$ cat config.mk
export PLATFORM = sky130hd
export DESIGN_NAME = cfg_guard_regs
export DESIGN_NICKNAME = d
export VERILOG_FILES = /design/src/rtl/cfgreg_pkg.sv /design/src/rtl/cfgreg_key_decode.sv /design/src/rtl/cfgreg_access_filter.sv /design/src/rtl/cfgreg_field_merge.sv /design/src/rtl/cfg_guard_regs.sv
export SDC_FILE = /design/constraint.sdc
export NUM_CORES = 2
export LEC_CHECK = 0
export BUFFER_PORTS_ARGS = -buffer_cell sky130_fd_sc_hd__buf_2
export CAP_MARGIN = 20
export CORE_ASPECT_RATIO = 0.6
export CORE_UTILIZATION = 45
export CTS_CLUSTER_SIZE = 40
export DETAILED_ROUTE_END_ITERATION = 7
export PLACE_DENSITY = 0.71
export SKIP_LAST_GASP = 1
export SLEW_MARGIN = 25
export SYNTH_ARGS = -nofsm -noshare
export SYNTH_HDL_FRONTEND = slang
export SYNTH_SLANG_ARGS = --single-unit
$ cat constraint.sdc
create_clock -name clk -period 2.4 [get_ports clk]
set_clock_uncertainty 0.2 [all_clocks]
set_input_delay 0.12 -clock clk [delete_from_list [all_inputs] [get_ports clk]]
set_output_delay 0.12 -clock clk [all_outputs]
set_load 0.005 [all_outputs]
$ cat src/rtl/cfgreg_pkg.sv
package cfgreg_pkg;

    localparam logic [31:0] KEY_OPEN  = 32'hFC60_0309;
    localparam logic [31:0] KEY_SEAL  = 32'hDEAD_DEAD;
    localparam logic [31:0] LOCK_SOFT = 32'h0000_0000;
    localparam logic [31:0] LOCK_OPEN = 32'h0000_0001;
    localparam logic [31:0] LOCK_HARD = 32'h0000_0010;

    localparam int unsigned IDX_LOCK = 0;
    localparam int unsigned IDX_CONF = 1;
    localparam int unsigned IDX_PHY  = 24;
    localparam int unsigned IDX_ECC  = 28;

    // read-only fields of the configuration word: 31:28, 19, 18:14, 6, 3:2, 1:0
    localparam logic [31:0] CONF_RO_MASK = 32'hF00F_C04F;

    typedef enum logic [1:0] {
        LK_SOFT = 2'd0,
        LK_OPEN = 2'd1,
        LK_HARD = 2'd2
    } lock_e;

    function automatic logic [1:0] size_index(input int mib);
        case (mib)
            256:     return 2'd0;
            512:     return 2'd1;
            1024:    return 2'd2;
            default: return 2'd3;
        endcase
    endfunction

    function automatic logic [31:0] conf_fixed(input int hw, input int mib);
        return (32'(hw & 15) << 28) | 32'h0000_000C | {30'd0, size_index(mib)};
    endfunction

    function automatic logic is_bypass(input logic [31:0] idx);
        case (idx)
            32'd20, 32'd27, 32'd29, 32'd30,
            32'd31, 32'd34, 32'd35, 32'd45: return 1'b1;
            default:                        return 1'b0;
        endcase
    endfunction

endpackage

$ cat src/rtl/cfgreg_key_decode.sv
module cfgreg_key_decode
    import cfgreg_pkg::*;
(
    input  logic [31:0] key_in,
    output logic [31:0] lock_code
);
    always_comb begin
        if (key_in == KEY_OPEN)      lock_code = LOCK_OPEN;
        else if (key_in == KEY_SEAL) lock_code = LOCK_HARD;
        else                         lock_code = LOCK_SOFT;
    end
endmodule

$ cat src/rtl/cfgreg_access_filter.sv
module cfgreg_access_filter
    import cfgreg_pkg::*;
#(
    parameter int ADDR_W    = 8,
    parameter int NUM_WORDS = 64
) (
    input  logic              req,
    input  logic [ADDR_W-1:0] idx,
    input  logic [31:0]       lock_word,
    output logic              commit,
    output logic              drop
);
    localparam logic [ADDR_W:0] LIMIT = (ADDR_W + 1)'(NUM_WORDS);

    lock_e lock_s;
    logic  in_range;
    logic  bypass;
    logic  is_lock;

    always_comb begin
        if (lock_word == LOCK_HARD)      lock_s = LK_HARD;
        else if (lock_word == LOCK_OPEN) lock_s = LK_OPEN;
        else                             lock_s = LK_SOFT;

        in_range = {1'b0, idx} < LIMIT;
        bypass   = is_bypass(32'(idx));
        is_lock  = 32'(idx) == IDX_LOCK;

        commit = 1'b0;
        drop   = 1'b0;
        if (req && in_range) begin
            if (bypass) begin
                commit = 1'b1;
            end else begin
                case (lock_s)
                    LK_OPEN: commit = 1'b1;
                    LK_SOFT: begin
                        commit = is_lock;
                        drop   = !is_lock;
                    end
                    default: drop = 1'b1;
                endcase
            end
        end
    end
endmodule

$ cat src/rtl/cfgreg_field_merge.sv
module cfgreg_field_merge
    import cfgreg_pkg::*;
#(
    parameter int ADDR_W       = 8,
    parameter int HW_VERSION   = 3,
    parameter int RAM_SIZE_MIB = 512
) (
    input  logic [ADDR_W-1:0] idx,
    input  logic [31:0]       data_in,
    input  logic [31:0]       lock_code,
    output logic [31:0]       data_out
);
    localparam logic [31:0] FIXED = conf_fixed(HW_VERSION, RAM_SIZE_MIB);

    always_comb begin
        case (32'(idx))
            IDX_LOCK: data_out = lock_code;
            IDX_CONF: data_out = (data_in & ~CONF_RO_MASK) | FIXED;
            IDX_PHY:  data_out = (data_in & ~32'h0000_0001) | 32'h0000_0010;
            IDX_ECC:  data_out = (data_in | 32'h0000_1000) & ~32'h0000_2000;
            default:  data_out = data_in;
        endcase
    end
endmodule

$ cat src/rtl/cfg_guard_regs.sv
module cfg_guard_regs
    import cfgreg_pkg::*;
#(
    parameter int ADDR_W       = 8,
    parameter int NUM_WORDS    = 64,
    parameter int HW_VERSION   = 3,
    parameter int RAM_SIZE_MIB = 512,
    parameter bit BOOT_OPEN    = 1'b0
) (
    input  logic              clk,
    input  logic              rst_n,
    input  logic              wr_en,
    input  logic [ADDR_W-1:0] wr_addr,
    input  logic [31:0]       wr_data,
    input  logic [ADDR_W-1:0] rd_addr,
    output logic [31:0]       rd_data,
    output logic              wr_rejected
);
    localparam int              WIDX_W = $clog2(NUM_WORDS);
    localparam logic [ADDR_W:0] LIMIT  = (ADDR_W + 1)'(NUM_WORDS);

    typedef struct packed {
        logic [NUM_WORDS-1:0][31:0] words;
        logic                       rej;
    } bank_t;

    function automatic bank_t reset_image();
        bank_t r;
        r = '0;
        r.words[IDX_CONF] = conf_fixed(HW_VERSION, RAM_SIZE_MIB);
        r.words[IDX_LOCK] = BOOT_OPEN ? LOCK_OPEN : LOCK_SOFT;
        return r;
    endfunction

    localparam bank_t RESET_VAL = reset_image();

    bank_t st_d, st_q;

    logic [31:0] lock_word;
    logic [31:0] conf_word;
    logic [31:0] phy_word;
    logic [31:0] ecc_word;
    logic [31:0] key_code;
    logic [31:0] merged;
    logic        commit;
    logic        drop;

    assign lock_word = st_q.words[IDX_LOCK];
    assign conf_word = st_q.words[IDX_CONF];
    assign phy_word  = st_q.words[IDX_PHY];
    assign ecc_word  = st_q.words[IDX_ECC];

    cfgreg_key_decode u_key (
        .key_in   (wr_data),
        .lock_code(key_code)
    );

    cfgreg_access_filter #(
        .ADDR_W   (ADDR_W),
        .NUM_WORDS(NUM_WORDS)
    ) u_filter (
        .req      (wr_en),
        .idx      (wr_addr),
        .lock_word(lock_word),
        .commit   (commit),
        .drop     (drop)
    );

    cfgreg_field_merge #(
        .ADDR_W      (ADDR_W),
        .HW_VERSION  (HW_VERSION),
        .RAM_SIZE_MIB(RAM_SIZE_MIB)
    ) u_merge (
        .idx      (wr_addr),
        .data_in  (wr_data),
        .lock_code(key_code),
        .data_out (merged)
    );

    always_comb begin
        st_d     = st_q;
        st_d.rej = drop;
        if (commit) begin
            st_d.words[wr_addr[WIDX_W-1:0]] = merged;
        end
    end

    always_ff @(posedge clk) begin
        if (!rst_n) st_q <= RESET_VAL;
        else        st_q <= st_d;
    end

    assign rd_data     = ({1'b0, rd_addr} < LIMIT) ? st_q.words[rd_addr[WIDX_W-1:0]] : 32'h0;
    assign wr_rejected = st_q.rej;

endmodule

Word-level counts from Yosys, hierarchy flattened
Index checks and enable logic that the tools add are counted.

Add/sub/neg operators: 0. Multipliers: 0. Div/mod/pow operators: 0. Order comparisons: 5. Equal/unequal tests: 16. Shift operators: 0. Muxes and demuxes: 16. Bitwise gates (word level): 2. Reductions and logical operators: 7.

Operators with widths (count): 2048-bit bitwise mux (1); 32-bit binary-select mux with 6-bit select (1); 32-bit demux with 6-bit select (1); 32-bit 2-to-1 mux (4); 32-bit case mux with 4 select lines (1); 32-bit == test, second input constant (2); 8-bit by 5-bit == test with 1-bit output, second input constant (7); 32-bit by 1-bit == test with 1-bit output, second input constant (1); 32-bit by 5-bit == test with 1-bit output, second input constant (1); 8-bit by 6-bit == test with 1-bit output, second input constant (3); 8-bit by 7-bit less-than comparator with 1-bit output, second input constant (2); 6-bit by 7-bit less-than comparator with 1-bit output, second input constant (2); 8-bit by 1-bit == test with 1-bit output, second input constant (1); 8-bit logical NOT (1); 8-bit OR reduction (1); 6-bit by 1-bit greater-or-equal comparator with 1-bit output, second input constant (1); 5-bit 2-to-1 mux (1); 1-bit 2-to-1 mux (4); 1-bit case mux with 2 select lines (2); 3-bit OR reduction (1); 2-bit by 1-bit == test with 1-bit output, second input constant (1); 1-bit logical AND (2); 2-bit logical NOT (1); 2-bit 2-to-1 mux (1); 2 further kinds (3).

Bits in registers: 2049. Latch bits: 0. RAM bits: 0. Memory bits (read-only): 0. Bits of input ports: 51. Output and inout bits: 33. Logic and storage cells: 111. Memories kept: 0.

Logic depth before layout (Yosys ltp)
Depth after elaboration: 7. Gate-level depth with buffers: 10. Gate-level depth less buffers: 5.

By module
Synthesis repeated with hierarchy kept, for this count alone.

Cell total of the unflattened synthesis: 10548. Area total of the unflattened synthesis: 93520.9 µm².

By module, submodules not included: cfg_guard_regs (times used 1, cells an instance 10408, area each 92436.2 µm², seq. area each 41019.3 µm²); cfgreg_field_merge (times used 1, cells an instance 61, area each 520.5 µm², seq. area each 0.0 µm²); cfgreg_key_decode (times used 1, cells an instance 48, area each 356.6 µm², seq. area each 0.0 µm²); cfgreg_access_filter (times used 1, cells an instance 31, area each 207.7 µm², seq. area each 0.0 µm²).

Least setup slack after synthesis
Ideal clock, no wire load.

Kind: register to register. Start point: register st_q (netlist bit lock_word[17]). End point: register st_q[1350] (netlist name). Setup time: 0.132 ns. Arrival time: 2.303 ns. Required time: 2.068 ns. Path slack: -0.235 ns. Cell stages (with the launch flop): 10. Buffers on the path: 4. Period minus slack after synthesis: 2.635 ns. Cell sequence: dfxtp_1 > nor4_1 > nand4_1 > or4b_1 > buf_2 > buf_6 > a311o_1 > buf_2 > buf_6 > mux2i_1.

Word-level cells in the longest chain between the ends: 7. Elaborated cells on any way between the ends: 9. Classes of those cells: 3 x eq/ne; 5 x mux; 1 x reduce/logical.

RTL lines: from (decl) (RTL line cfg_guard_regs.sv:37) `bank_t st_d, st_q;`; from (signal assigned) (RTL line cfg_guard_regs.sv:90) `else st_q <= st_d;`; 32-bit by 1-bit == test with 1-bit output (RTL line cfgreg_access_filter.sv:22) `else if (lock_word == LOCK_OPEN) lock_s = LK_OPEN;`; 1-bit 2-to-1 mux (RTL line cfgreg_access_filter.sv:22); 2-bit 2-to-1 mux (*) (RTL line cfgreg_access_filter.sv:21) `if (lock_word == LOCK_HARD) lock_s = LK_HARD;`; 2-bit by 1-bit == test with 1-bit output / 2-bit logical NOT (equally long branches) (RTL line cfgreg_access_filter.sv:35) `case (lock_s)`; 1-bit case mux with 2 select lines (*) (RTL line cfgreg_access_filter.sv:35); 1-bit 2-to-1 mux (*) (RTL line cfgreg_access_filter.sv:32) `if (bypass) begin`; 1-bit 2-to-1 mux (*) (RTL line cfgreg_access_filter.sv:31) `if (req && in_range) begin`.

Mark *: on every way between the ends. The rest lies on a longest branch, timed or not. A chain may end at the register's enable or synchronous reset.

Final worst setup path
Start point: register st_q (netlist bit lock_word[25]). End point: register st_q[1965] (netlist name).

The elaborated chain is that of the path after synthesis.

==> run summary <==
status - finished, violations left
violated checks - setup timing
max-slew violations - 0
overall power - 68.6 mW
Post-synth ARST share - 0%
Synth Net Count - 8236
Synth area leader - dfxtp_1
initial antenna violation count - 13
placer congestion estimate - 0.948
period utilisation layout - 147%
core area - 197000 um^2
# Max-Cap Violations - 0
Crit. End Element - flop
min-delay worst type - in2reg
Hold Vio Cnt, Final - 0
clock network power share - 44.1%
CP arrival - 4080 ps
Clock Latency Late Sink - 850 ps
Worst Slack Setup Final - -1130 ps
Inst Count DP - 10700
GRT Util Overall - 29.4%
Initial Util - 45.3%
area grow syn2layout - 22.2%
fin cells - 11300
Placement Setup Slack - -1220 ps
H-tree levels - 4
largest net degree at the start of global routing - 208
Critical Path RT - 2940 ps
number of synthesized flops with an enable pin - 0
PwrDens - 629 nW/um^2
unrepaired setup endpoints after global routing - yes
Pre-antenna DRT Iters - 6
Worst Setup Start Kind - flop
sequential share of power - 49.5%
share of Yosys cell area claimed by the top area cell type - 46.0%
total number of vias - 70000
Buf+Inv Stages, Crit Path - 10
leakage - 51.4 nW
fill cell count - 15700
Tightest Pin Transition - 971 ps
Wirelength per Cell - 28.1 um
Synth Flop Type - dfxtp_1
post-route ant nets - 0
FP Rows - 126
fraction of power consumed by combinational cells - 6.4%
die area - 200000 um^2
vias in the first global route - 66700
clock buffer depth - 4
Final min period - 3530 ps
CP most frequent cell - buf_12
Die Width - 577 um
Yosys cell types - 67
CP max stage delay - 420 ps
GRT Residual Overflow - 0
Cells after Synth - 8185
CP Class - reg2reg
setup violators final - 1825
Seq/Total Area, Yosys - 46.0%
worst rel slew slack - 33.4%
Remaining DRCs - 0
leading post-synthesis cells by cell area - dfxtp_1, mux2i_1, mux4_2
Port Buffers - 83
Max Freq - 0.283 GHz
cell internal pwr - 52.3 mW
CTS tree - yes
DIE HEIGHT - 347 um
Nets - 8603
CTS Sinks - 2049
share of cells above drive strength 1 - 24.6%
Syn Area/Cell - 10.9 um^2
critical path fanouts, max - 5
switching power - 16.3 mW
CP Cell Sequence - nor4_1 > nand4_1 > buf_4 > buf_6 > o311ai_4 > buf_12 > buf_12 > buf_12 > buf_16 > buf_12 > buf_6 > a311o_2 > buf_12 > buf_6 > mux2i_1
switching part of the total - 23.8%
Vias/cell - 6.19
first-pass GRT wire length - 442000 um
I/O Pins - 84
flip-flop and latch count after synthesis - 2049
post-DP HPWL - 195000 um
Max IR drop VDD - 0.000611 V
highest-delay cell along the critical path - nor4_1
Yosys warning count - 0
Initial DRC Count - 9323
CP top delay family - buffers and inverters
Reg clk slew, reported paths - 70 ps
Synth Cell Area - 89200 um^2
drt total wl - 318000 um
CTS Buf Count - 181
CTS root buffer - clkbuf_16
==> path summary, 6_finish.rpt <==
check             slack, ps           from           end  depth (start not counted)
setup reg to reg      -1130  lock_word[25]    st_q[1965]                         15
hold / removal           60     wr_addr[2]     st_q[948]                          6
hold reg to reg         250   conf_word[2]  conf_word[2]                          1
setup / recovery      -1130  lock_word[25]    st_q[1965]                         15
==> registers in the layout (all words and copies together) (netlist names) <==
register	cells
ecc_word	32
phy_word	32
lock_word	32
st_q	1920
conf_word	32
wr_rejected	1
==> worst min-delay path, delay by kind of cell <==
kind | cells | cell delay [ps]
buf+inv | 3 | 510
compound gates | 1 | 150
simple gates | 2 | 270
==> cell usage in the layout (no fill, tap or decap), types with 11 or more instances in the layout <==
master            n
a21oi_1          13
a311o_2          46
a31oi_1          11
and3b_1          31
buf_12          267
buf_16           38
buf_2            75
buf_4           501
buf_6            74
buf_8            18
bufinv_16        13
clkbuf_1         26
clkbuf_16       225
clkbuf_8         47
clkinv_2         34
dfxtp_1        2029
dfxtp_2          18
dlygate4sd3_1    48
mux2_2           12
mux2i_1        1835
mux2i_2          15
mux4_2          567
nand2_1        1862
nand2_2          29
nand3_1         282
nor2_1           30
o211ai_1         15
o21ai_0         247
o21ai_1          12
==> synthesized netlist by cell type (31+ instances only) <==
| cell | instances |
|---|---|
| o21ai_0 | 256 |
| buf_6 | 62 |
| mux4_2 | 567 |
| nand2_1 | 1892 |
| buf_1 | 59 |
| clkbuf_1 | 559 |
| nand3_1 | 286 |
| a311o_1 | 48 |
| mux2i_1 | 1860 |
| nor2_1 | 33 |
| dfxtp_1 | 2049 |
| buf_2 | 181 |
| and3b_1 | 31 |
==> power by group through the flow <==
stage / clock (mW) / sequential [mW] / combinational, mW
final: 30.2 / 34.0 / 4.39
after global routing: 31.7 / 34.0 / 4.48
after CTS: 30.2 / 34.0 / 4.23
after detailed placement: 0 / 34.8 / 4.05
after global placement: 0 / 34.8 / 4.00
after floorplan: 0 / 34.8 / 2.04
==> cell families after synthesis <==
kind of cell	share of synthesized area, %
AOI/OAI and AO/OA	3.21
DFF	46.0
xor gates and xnor gates	0.00982
muxes	35.4
adders and majority gates	0.0112
and+or+nand+nor	10.8
buffers and inverters	4.62
==> timing repair <==
item                                    4_1_cts  5_1_grt
gates cloned                                 34       52
gates resized for setup                     272      146
hold endpoints to repair                   1962        5
hold buffers                                 47        1
endpoints found under the setup margin     1825     1825
setup buffers                                61       74
pin swaps                                    54       26
==> stage by stage <==
| stage | TNS (ps) | utilization [%] | cell area [um^2] | hold slack (ps) |
|---|---|---|---|---|
| after floorplan | -223940 | - | 89800 | 81.0 |
| after global placement | -1082020 | 49.6 | 97600 | 224 |
| after detailed placement | -1079580 | 49.6 | 97600 | 229 |
| after CTS | -1325660 | 54.3 | 107000 | 2.21 |
| after global routing | -1550470 | 55.4 | 109000 | 83.5 |
| final | -1523340 | 55.4 | 109000 | 57.5 |
==> cell type report <==
| cell class | count | area (um^2) | area share (%) |
|---|---|---|---|
| antenna | 2 | 5.00 | 0.00459 |
| clock buffer | 255 | 5300 | 4.86 |
| clock inverter | 57 | 651 | 0.597 |
| inverter | 8 | 37.5 | 0.0344 |
| multi-input combinational | 5245 | 45400 | 41.7 |
| sequential | 2049 | 41000 | 37.7 |
| tap | 2624 | 3280 | 3.01 |
| timing repair buffer | 1067 | 13300 | 12.2 |
==> layer usage <==
layer  wire (um)  share of wire (%)  track usage [%]  vias up
met5          63              0.020                0        -
met1      132000                 41             42.5    35400
li1            -                  -                -    29600
met3       46800                 15             9.48      736
met4       11700                3.7             9.08       10
met2      128000                 40             41.2     4257
Power figures use the tool's default switching activity.
